$ cat src/rtl/fp8dec_pkg.sv
package fp8dec_pkg;

  localparam int CODE_W   = 8;
  localparam int F32_W    = 32;
  localparam int F32_EW   = 8;
  localparam int F32_MW   = 23;
  localparam int F32_BIAS = 127;
  localparam int ALIGN_MW = 3;               // widest FP8 fraction
  localparam int LEAD_W   = $clog2(ALIGN_MW);
  localparam int EXP_MAXW = 5;               // widest FP8 exponent

  typedef enum logic {
    FMT_E4M3 = 1'b0,
    FMT_E5M2 = 1'b1
  } fp8_fmt_e;

  typedef struct packed {
    logic                sign;
    logic [EXP_MAXW-1:0] expo;
    logic [ALIGN_MW-1:0] frac;      // left aligned
    logic [F32_EW-1:0]   rebias;    // F32_BIAS - format bias
    logic                special;
    logic                exp_zero;
    logic                frac_zero;
  } fp8_fields_t;

  // Position of the highest set bit of a left-aligned fraction.
  function automatic logic [LEAD_W-1:0] lead_one(input logic [ALIGN_MW-1:0] f);
    logic [LEAD_W-1:0] pos;
    pos = '0;
    for (int i = 0; i < ALIGN_MW; i++) begin
      if (f[i]) pos = LEAD_W'(i);
    end
    return pos;
  endfunction

  // Bits below the leading one, moved to the top of the fraction field.
  function automatic logic [ALIGN_MW-1:0] below_lead(input logic [ALIGN_MW-1:0] f,
                                                     input logic [LEAD_W-1:0]   p);
    logic [2*ALIGN_MW-1:0] wide;
    wide = {{ALIGN_MW{1'b0}}, f} << (ALIGN_MW - int'(p));
    return wide[ALIGN_MW-1:0];
  endfunction

endpackage

$ cat src/rtl/fp8_field_split.sv
module fp8_field_split
  import fp8dec_pkg::*;
(
  input  logic [CODE_W-1:0] code,
  input  fp8_fmt_e          fmt,
  output fp8_fields_t       fields
);

  localparam int E4_BIAS = 7;
  localparam int E5_BIAS = 15;

  always_comb begin
    fields.sign = code[CODE_W-1];
    if (fmt == FMT_E4M3) begin
      fields.expo    = {1'b0, code[6:3]};
      fields.frac    = code[2:0];
      fields.rebias  = F32_EW'(F32_BIAS - E4_BIAS);
      fields.special = (code[6:0] == 7'h7F);
    end else begin
      fields.expo    = code[6:2];
      fields.frac    = {code[1:0], 1'b0};
      fields.rebias  = F32_EW'(F32_BIAS - E5_BIAS);
      fields.special = (code[6:2] == 5'h1F);
    end
    fields.exp_zero  = (fields.expo == '0);
    fields.frac_zero = (fields.frac == '0);
  end

endmodule

$ cat src/rtl/fp8_subnorm_norm.sv
module fp8_subnorm_norm
  import fp8dec_pkg::*;
(
  input  logic [ALIGN_MW-1:0] frac,
  input  logic [F32_EW-1:0]   rebias,
  output logic [F32_EW-1:0]   sub_exp,
  output logic [ALIGN_MW-1:0] sub_frac
);

  logic [LEAD_W-1:0] lead_pos;

  always_comb begin
    lead_pos = lead_one(frac);
    // value = frac/2^ALIGN_MW * 2^(1-bias); exponent = 1-bias+p-ALIGN_MW
    sub_exp  = rebias + F32_EW'(1) + F32_EW'(lead_pos) - F32_EW'(ALIGN_MW);
    sub_frac = below_lead(frac, lead_pos);
  end

endmodule

$ cat src/rtl/fp8_pack_fp32.sv
module fp8_pack_fp32
  import fp8dec_pkg::*;
(
  input  fp8_fields_t         fields,
  input  logic [F32_EW-1:0]   sub_exp,
  input  logic [ALIGN_MW-1:0] sub_frac,
  output logic [F32_W-1:0]    result
);

  localparam int PAD_W = F32_MW - ALIGN_MW;

  always_comb begin
    if (fields.special) begin
      result = '0;
    end else if (fields.exp_zero && fields.frac_zero) begin
      result = {fields.sign, {(F32_W-1){1'b0}}};
    end else if (fields.exp_zero) begin
      result = {fields.sign, sub_exp, sub_frac, {PAD_W{1'b0}}};
    end else begin
      result = {fields.sign,
                F32_EW'(fields.expo) + fields.rebias,
                fields.frac, {PAD_W{1'b0}}};
    end
  end

endmodule

$ cat src/rtl/fp8_to_fp32_decoder.sv
module fp8_to_fp32_decoder
  import fp8dec_pkg::*;
#(
  parameter bit OUT_REG = 1'b1
) (
  input  logic              clk,
  input  logic              rst,
  input  logic              in_valid,
  input  logic [CODE_W-1:0] in_code,
  input  logic              fmt_sel,
  output logic              out_valid,
  output logic [F32_W-1:0]  out_bits
);

  fp8_fields_t         fields;
  logic [F32_EW-1:0]   sub_exp;
  logic [ALIGN_MW-1:0] sub_frac;
  logic [F32_W-1:0]    result_comb;

  // named events for the checker
  logic code_special;
  logic code_subnorm;
  logic code_zero;

  fp8_field_split u_split (
    .code   (in_code),
    .fmt    (fp8_fmt_e'(fmt_sel)),
    .fields (fields)
  );

  fp8_subnorm_norm u_norm (
    .frac     (fields.frac),
    .rebias   (fields.rebias),
    .sub_exp  (sub_exp),
    .sub_frac (sub_frac)
  );

  fp8_pack_fp32 u_pack (
    .fields   (fields),
    .sub_exp  (sub_exp),
    .sub_frac (sub_frac),
    .result   (result_comb)
  );

  assign code_special = fields.special;
  assign code_subnorm = fields.exp_zero && !fields.frac_zero;
  assign code_zero    = fields.exp_zero && fields.frac_zero;

  generate
    if (OUT_REG) begin : g_reg
      always_ff @(posedge clk) begin
        if (rst) begin
          out_valid <= 1'b0;
          out_bits  <= '0;
        end else begin
          out_valid <= in_valid;
          if (in_valid) out_bits <= result_comb;
        end
      end
    end else begin : g_comb
      assign out_valid = in_valid;
      assign out_bits  = result_comb;
    end
  endgenerate

endmodule

$ cat config.mk
export PLATFORM = sky130hd
export DESIGN_NAME = fp8_to_fp32_decoder
export DESIGN_NICKNAME = d
export VERILOG_FILES = /design/src/rtl/fp8dec_pkg.sv /design/src/rtl/fp8_field_split.sv /design/src/rtl/fp8_subnorm_norm.sv /design/src/rtl/fp8_pack_fp32.sv /design/src/rtl/fp8_to_fp32_decoder.sv
export SDC_FILE = /design/constraint.sdc
export NUM_CORES = 1
export LEC_CHECK = 0
export BUFFER_PORTS_ARGS = -buffer_cell sky130_fd_sc_hd__buf_2
export CAP_MARGIN = 20
export CORE_AREA = 2 2 47 49
export CTS_BUF_LIST = sky130_fd_sc_hd__clkbuf_8
export CTS_CLUSTER_DIAMETER = 80
export CTS_CLUSTER_SIZE = 12
export DETAILED_ROUTE_END_ITERATION = 12
export DIE_AREA = 0 0 49 51
export HOLD_SLACK_MARGIN = 0.06
export PLACE_DENSITY = 0.76
export SYNTH_ARGS = -nofsm -noshare
export SYNTH_HDL_FRONTEND = slang
export SYNTH_SLANG_ARGS = --single-unit
$ cat constraint.sdc
create_clock -name clk -period 1.5 [get_ports clk]
set_input_delay 0.075 -clock clk [delete_from_list [all_inputs] [get_ports clk]]
set_output_delay 0.075 -clock clk [all_outputs]
set_load 0.1 [all_outputs]
# ---- After elaboration in Yosys (flattened, before gate mapping)
# Index checks and enable logic that the tools add are counted.
dict set report totals {
  wordCells 19
  input_bits 12
  reg_bits 33
}
dict set report op_classes {
  eq_ne 2
  n_shift 1
  n_reduce_logical 3
  n_addsub 5
  n_mux 6
}
# op count
set ops {}
lappend ops {{$mux 31} 2}
lappend ops {{$mux 32} 1}
lappend ops {{$shl 3x32->3} 1}
lappend ops {{$mux 17} 1}
lappend ops {{$add 5x8->8} 1}
lappend ops {{$add 8x1->8 const B} 1}
lappend ops {{$add 8x2->8} 1}
lappend ops {{$sub 8x2->8 const B} 1}
lappend ops {{$eq 7x7->1 const B} 1}
lappend ops {{$eq 5x5->1 const B} 1}
lappend ops {{$logic_not 5->1} 1}
lappend ops {{$logic_not 3->1} 1}
lappend ops {{$sub 2x2->3 const A} 1}
lappend ops {{$mux 2} 1}
lappend ops {{$logic_and 1x1->1} 1}
lappend ops {{$mux 1} 1}

# ---- Depth between registers and ports, before layout
dict set report logic_depth {
  ltp_word 9
  ltp_mapped 5
  depth_no_buf 4
}

# ---- Hierarchy
# Synthesis repeated with hierarchy kept, for this count alone.
dict set report unflattened {
  hier_cells 267
  hier_area_um2 2348.5
}
# mod instances cells_each area_per_inst_um2
set modules_own_cells {}
lappend modules_own_cells {fp8_to_fp32_decoder 1 106 1202.4}
lappend modules_own_cells {fp8_pack_fp32 1 86 581.8}
lappend modules_own_cells {fp8_subnorm_norm 1 48 361.6}
lappend modules_own_cells {fp8_field_split 1 27 202.7}

# ---- Worst setup path after synthesis
# OpenSTA, ideal clock, no wires.
dict set report synth_timing {
  path_type {flip-flop to flip-flop}
  startpoint {register out_bits[25] (netlist name)}
  endpoint {register out_bits[25]}
  path_buffers 0
  setup_time_ns 0.091
  period_less_slack_ns 1.532
  t_required_ns 1.409
  path_stages_with_launch 4
  t_arrival_ns 1.441
  setup_slack_ns -0.032
  path_cell_list {dfxtp_1 nor2b_1 a21oi_1 a311oi_1}
}
# item line
set synth_rtl {}
lappend synth_rtl {{end signal: assignment} fp8_to_fp32_decoder.sv:57} ;# if (in_valid) out_bits <= result_comb;
lappend synth_rtl {{end: declaration} fp8_to_fp32_decoder.sv:12} ;# output logic [F32_W-1:0] out_bits

# ---- Worst setup path after layout
dict set report layout_timing {
  startpoint {input in_code[5]}
  endpoint {register out_bits[21]}
}
dict set report layout_between {
  elab_chain_len 5
}
# item line
set layout_lines {}
lappend layout_lines {{start: declaration} fp8_to_fp32_decoder.sv:9} ;# input logic [CODE_W-1:0] in_code,
lappend layout_lines {{$mux 17 *} fp8_field_split.sv:14} ;# if (fmt == FMT_E4M3) begin
lappend layout_lines {{$logic_not 5->1} fp8_field_split.sv:25} ;# fields.exp_zero = (fields.expo == '0);
lappend layout_lines {{$mux 31 / $logic_and 1x1->1 (equally long branches)} -}
lappend layout_lines {{$mux 31} fp8_pack_fp32.sv:15} ;# end else if (fields.exp_zero && fields.frac_zero) begin
lappend layout_lines {{$mux 32 *} fp8_pack_fp32.sv:13} ;# if (fields.special) begin
# Mark *: on every way between the ends. The rest lies on a longest branch, timed or not.
# A chain may end at the register's enable or synchronous reset.

==> flow_results.xml <==
<?xml version="1.0" encoding="UTF-8"?>
<metrics>
  <group name="final_layout">
    <metric name="layout-drive-gt1-share" unit="">0.287</metric>
    <metric name="layout.filler_cells" unit="">222</metric>
    <metric name="nNetsFinal" unit="">135</metric>
    <metric name="finalCoreUtilization" unit="">0.448</metric>
    <metric name="num_antenna_cells" unit="">0</metric>
    <metric name="fin_area" unit="sq um">925</metric>
    <metric name="final_cell_count_no_fill" unit="">150</metric>
    <metric name="area_growth" unit="%">10.8</metric>
  </group>
  <group name="logic_synthesis">
    <metric name="synth.distinct_cells" unit="">33</metric>
    <metric name="synth.cell_area" unit="sq um">835</metric>
    <metric name="synth_seq_area_share" unit="">0.288</metric>
    <metric name="synth_edf_count" unit="">0</metric>
    <metric name="synth_area_per_cell" unit="sq um">8.18</metric>
    <metric name="synth_top_area_share" unit="">0.288</metric>
    <metric name="yosysMostFrequentCell" unit="">sky130_fd_sc_hd__buf_4</metric>
    <metric name="synthTopCellsByArea" unit="">sky130_fd_sc_hd__dfxtp_1 (29%), sky130_fd_sc_hd__buf_4 (20%), sky130_fd_sc_hd__nor2_1 (3.6%)</metric>
    <metric name="syn-instance-count" unit="">102</metric>
    <metric name="ys_async_sr_fraction" unit="">0</metric>
    <metric name="yosysTopAreaCell" unit="">sky130_fd_sc_hd__dfxtp_1</metric>
    <metric name="synth-main-ff-cell" unit="">sky130_fd_sc_hd__dfxtp_1</metric>
    <metric name="ys_warn_count" unit="">0</metric>
    <metric name="ys_seq_elements" unit="">12</metric>
    <metric name="netlist_top_cells_count" unit="">sky130_fd_sc_hd__buf_4 (22), sky130_fd_sc_hd__dfxtp_1 (12), sky130_fd_sc_hd__nor2_1 (8), sky130_fd_sc_hd__inv_1 (6), sky130_fd_sc_hd__nand2_1 (6)</metric>
  </group>
  <group name="sta">
    <metric name="period_minus_slack" unit="ns">1.22</metric>
    <metric name="max_freq" unit="GHz">0.820</metric>
    <metric name="hold_viol" unit="">0</metric>
    <metric name="setup_viol" unit="">0</metric>
    <metric name="finalCritPeriodShare" unit="">0.813</metric>
    <metric name="setup-tns-final" unit="ns">0</metric>
    <metric name="final.setup.worst_slack" unit="ns">0.280</metric>
    <metric name="rsz0062_at_grt" unit="">no</metric>
    <metric name="drv_slew" unit="">0</metric>
    <metric name="fin_skew" unit="ns">0</metric>
  </group>
  <group name="cts">
    <metric name="cts_resized" unit="">0</metric>
    <metric name="clk_path_buf_depth" unit="">2</metric>
    <metric name="cts_clock_pin_slew_for_the_worst_setup_and_hold_paths" unit="ns">0.05</metric>
    <metric name="htree_levels" unit="">1</metric>
    <metric name="numCtsBuffers" unit="">3</metric>
    <metric name="cts_sink_cnt" unit="">12</metric>
    <metric name="cts_post_setup_buffers_inserted" unit="">0</metric>
    <metric name="worstSkewPairLatency" unit="ns">0.24</metric>
    <metric name="clock_tree_from_tritoncts" unit="">done</metric>
    <metric name="clock_tree.root_cell" unit="">sky130_fd_sc_hd__clkbuf_8</metric>
    <metric name="cts-hold-fix-buffers" unit="">0</metric>
  </group>
  <group name="detailed_routing">
    <metric name="routed-via-count" unit="">729</metric>
    <metric name="vias_per_cell" unit="">4.86</metric>
    <metric name="routed_wire_length_per_instance" unit="um">11.2</metric>
    <metric name="detail_route.iter0.violations" unit="">24</metric>
    <metric name="drc" unit="">0</metric>
    <metric name="totalWireLength" unit="um">1680</metric>
    <metric name="firstDrtPassIters" unit="">4</metric>
    <metric name="antenna_left" unit="">0</metric>
  </group>
  <group name="global_routing">
    <metric name="initial_antenna_violation_count" unit="">0</metric>
    <metric name="groute.usage.overall" unit="">0.140</metric>
    <metric name="globalRouteOverflowTotal" unit="">0</metric>
    <metric name="via_count_of_the_first_global_routing_pass" unit="">588</metric>
    <metric name="grt_start_max_net_pins" unit="">15</metric>
    <metric name="grt_pass1_wl" unit="um">2630</metric>
  </group>
  <group name="worst_setup_path">
    <metric name="critPathArrivalTime" unit="ns">1.33</metric>
    <metric name="required" unit="ns">1.61</metric>
    <metric name="critical_path.startpoint_type" unit="">input port</metric>
    <metric name="path_max_fanout" unit="">5</metric>
    <metric name="path_class" unit="">input port to register</metric>
    <metric name="launch_instance_of_the_worst_register_to_register_path" unit="">out_bits[25]</metric>
    <metric name="worst_setup_path_end_kind" unit="">register</metric>
    <metric name="cp-startpoint" unit="">in_code[5]</metric>
  </group>
  <group name="floorplan">
    <metric name="floorplan.initialDensity" unit="">0.404</metric>
    <metric name="design.die.area" unit="sq mm">0.00250</metric>
    <metric name="placement_rows" unit="">17</metric>
    <metric name="boundaryPins" unit="">45</metric>
    <metric name="core_area" unit="sq mm">0.00206</metric>
    <metric name="dieWidth" unit="um">49</metric>
    <metric name="fp.dieH" unit="um">51</metric>
  </group>
  <group name="power">
    <metric name="max-vdd-ir-drop" unit="mV">0.428</metric>
    <metric name="pwr_density_cell" unit="mW/mm^2">1290</metric>
    <metric name="power_leakage" unit="nW">0.421</metric>
  </group>
  <group name="placed_design">
    <metric name="number_of_cells_after_detailed_placement" unit="">146</metric>
    <metric name="globalplace.congestion" unit="">0.870</metric>
    <metric name="place.port_buffers" unit="">24</metric>
    <metric name="dp_slack" unit="ns">0.0330</metric>
    <metric name="hpwl_dp" unit="um">1320</metric>
    <metric name="post_dp_cell_area" unit="sq um">870</metric>
  </group>
  <group name="hold_path">
    <metric name="timing.hold.worst.start" unit="">in_code[7]</metric>
    <metric name="min_path_type" unit="">input port to register</metric>
  </group>
  <group name="flow_run">
    <metric name="number_of_max_cap_violations" unit="">0</metric>
  </group>
  <group name="outcome">
    <metric name="outcome" unit="">finished clean</metric>
  </group>
</metrics>
layout by cell type, fill, tap and decap left out, types with 2 or more instances in the layout:
master / netlist / layout
sky130_fd_sc_hd__a22oi_1: 3 / 3
sky130_fd_sc_hd__o32ai_1: 3 / 3
sky130_fd_sc_hd__dfxtp_2: 0 / 3
sky130_fd_sc_hd__a221oi_1: 2 / 2
sky130_fd_sc_hd__nand3b_1: 3 / 3
sky130_fd_sc_hd__nor2b_1: 3 / 3
sky130_fd_sc_hd__nor3_1: 4 / 4
sky130_fd_sc_hd__nand2_1: 6 / 6
sky130_fd_sc_hd__buf_2: 1 / 24
sky130_fd_sc_hd__inv_1: 6 / 6
sky130_fd_sc_hd__conb_1: 1 / 20
sky130_fd_sc_hd__clkbuf_8: 0 / 4
sky130_fd_sc_hd__nor2_1: 8 / 8
sky130_fd_sc_hd__a21oi_1: 5 / 5
sky130_fd_sc_hd__dfxtp_1: 12 / 9
sky130_fd_sc_hd__o21ai_0: 4 / 4
critical path, cell delays in order:
cell                       delay, ns
sky130_fd_sc_hd__buf_2          0.14
sky130_fd_sc_hd__nor4_4         0.43
sky130_fd_sc_hd__mux2_4         0.34
sky130_fd_sc_hd__a222oi_1       0.27
sky130_fd_sc_hd__a211oi_2       0.08
stage by stage:
stage                     power [mW]  hold WS, ns
after floorplan                0.848        0.179
after detailed placement       0.858        0.321
after CTS                       1.20       0.0741
after global routing            1.25       0.0959
final                           1.19       0.0753
after global placement         0.854        0.309
sequential cells by signal, indices dropped and copies added, names as in the netlist:
register,flops
out_valid,1
out_bits,11
worst paths after layout:
check             slack (ns)            to  cells after the start
setup reg to reg        0.60  out_bits[25]                      3
setup / recovery        0.28  out_bits[21]                      5
hold reg to reg         0.45  out_bits[27]                      2
hold / removal          0.08  out_bits[31]                      3
area by class of cell:
class,instances,area (sq um),area share
multi-input cells,76,448,0.484
flip-flops and latches,12,244,0.264
repair buffers,24,120,0.130
clock buffers,4,55.1,0.0595
well taps,28,35.0,0.0379
inverters,6,22.5,0.0244
power by group:
group          switching, mW  internal (mW)  total [mW]
Combinational          0.443         0.0610       0.504
Clock                  0.109          0.231       0.340
Sequential           0.00931          0.340       0.349
Total                  0.561          0.632        1.19
kinds of logic after synthesis:
kind of cell           after synthesis  share of synthesized area
buffers and inverters               33                      0.261
other                                1                    0.00449
flip-flops                          12                      0.288
multiplexers                         3                     0.0435
AO/OA/AOI/OAI                       25                      0.217
AND/OR/NAND/NOR                     28                      0.186
routing by layer:
metal	GRT usage	routed length [um]	vias to the layer above
li1	-	-	364
met1	0.175	783	331
met2	0.205	784	34
met3	0.0322	113	0
met4	0.114	0	0
met5	0	0	-
No activity file was read; power rests on OpenSTA's default activity.
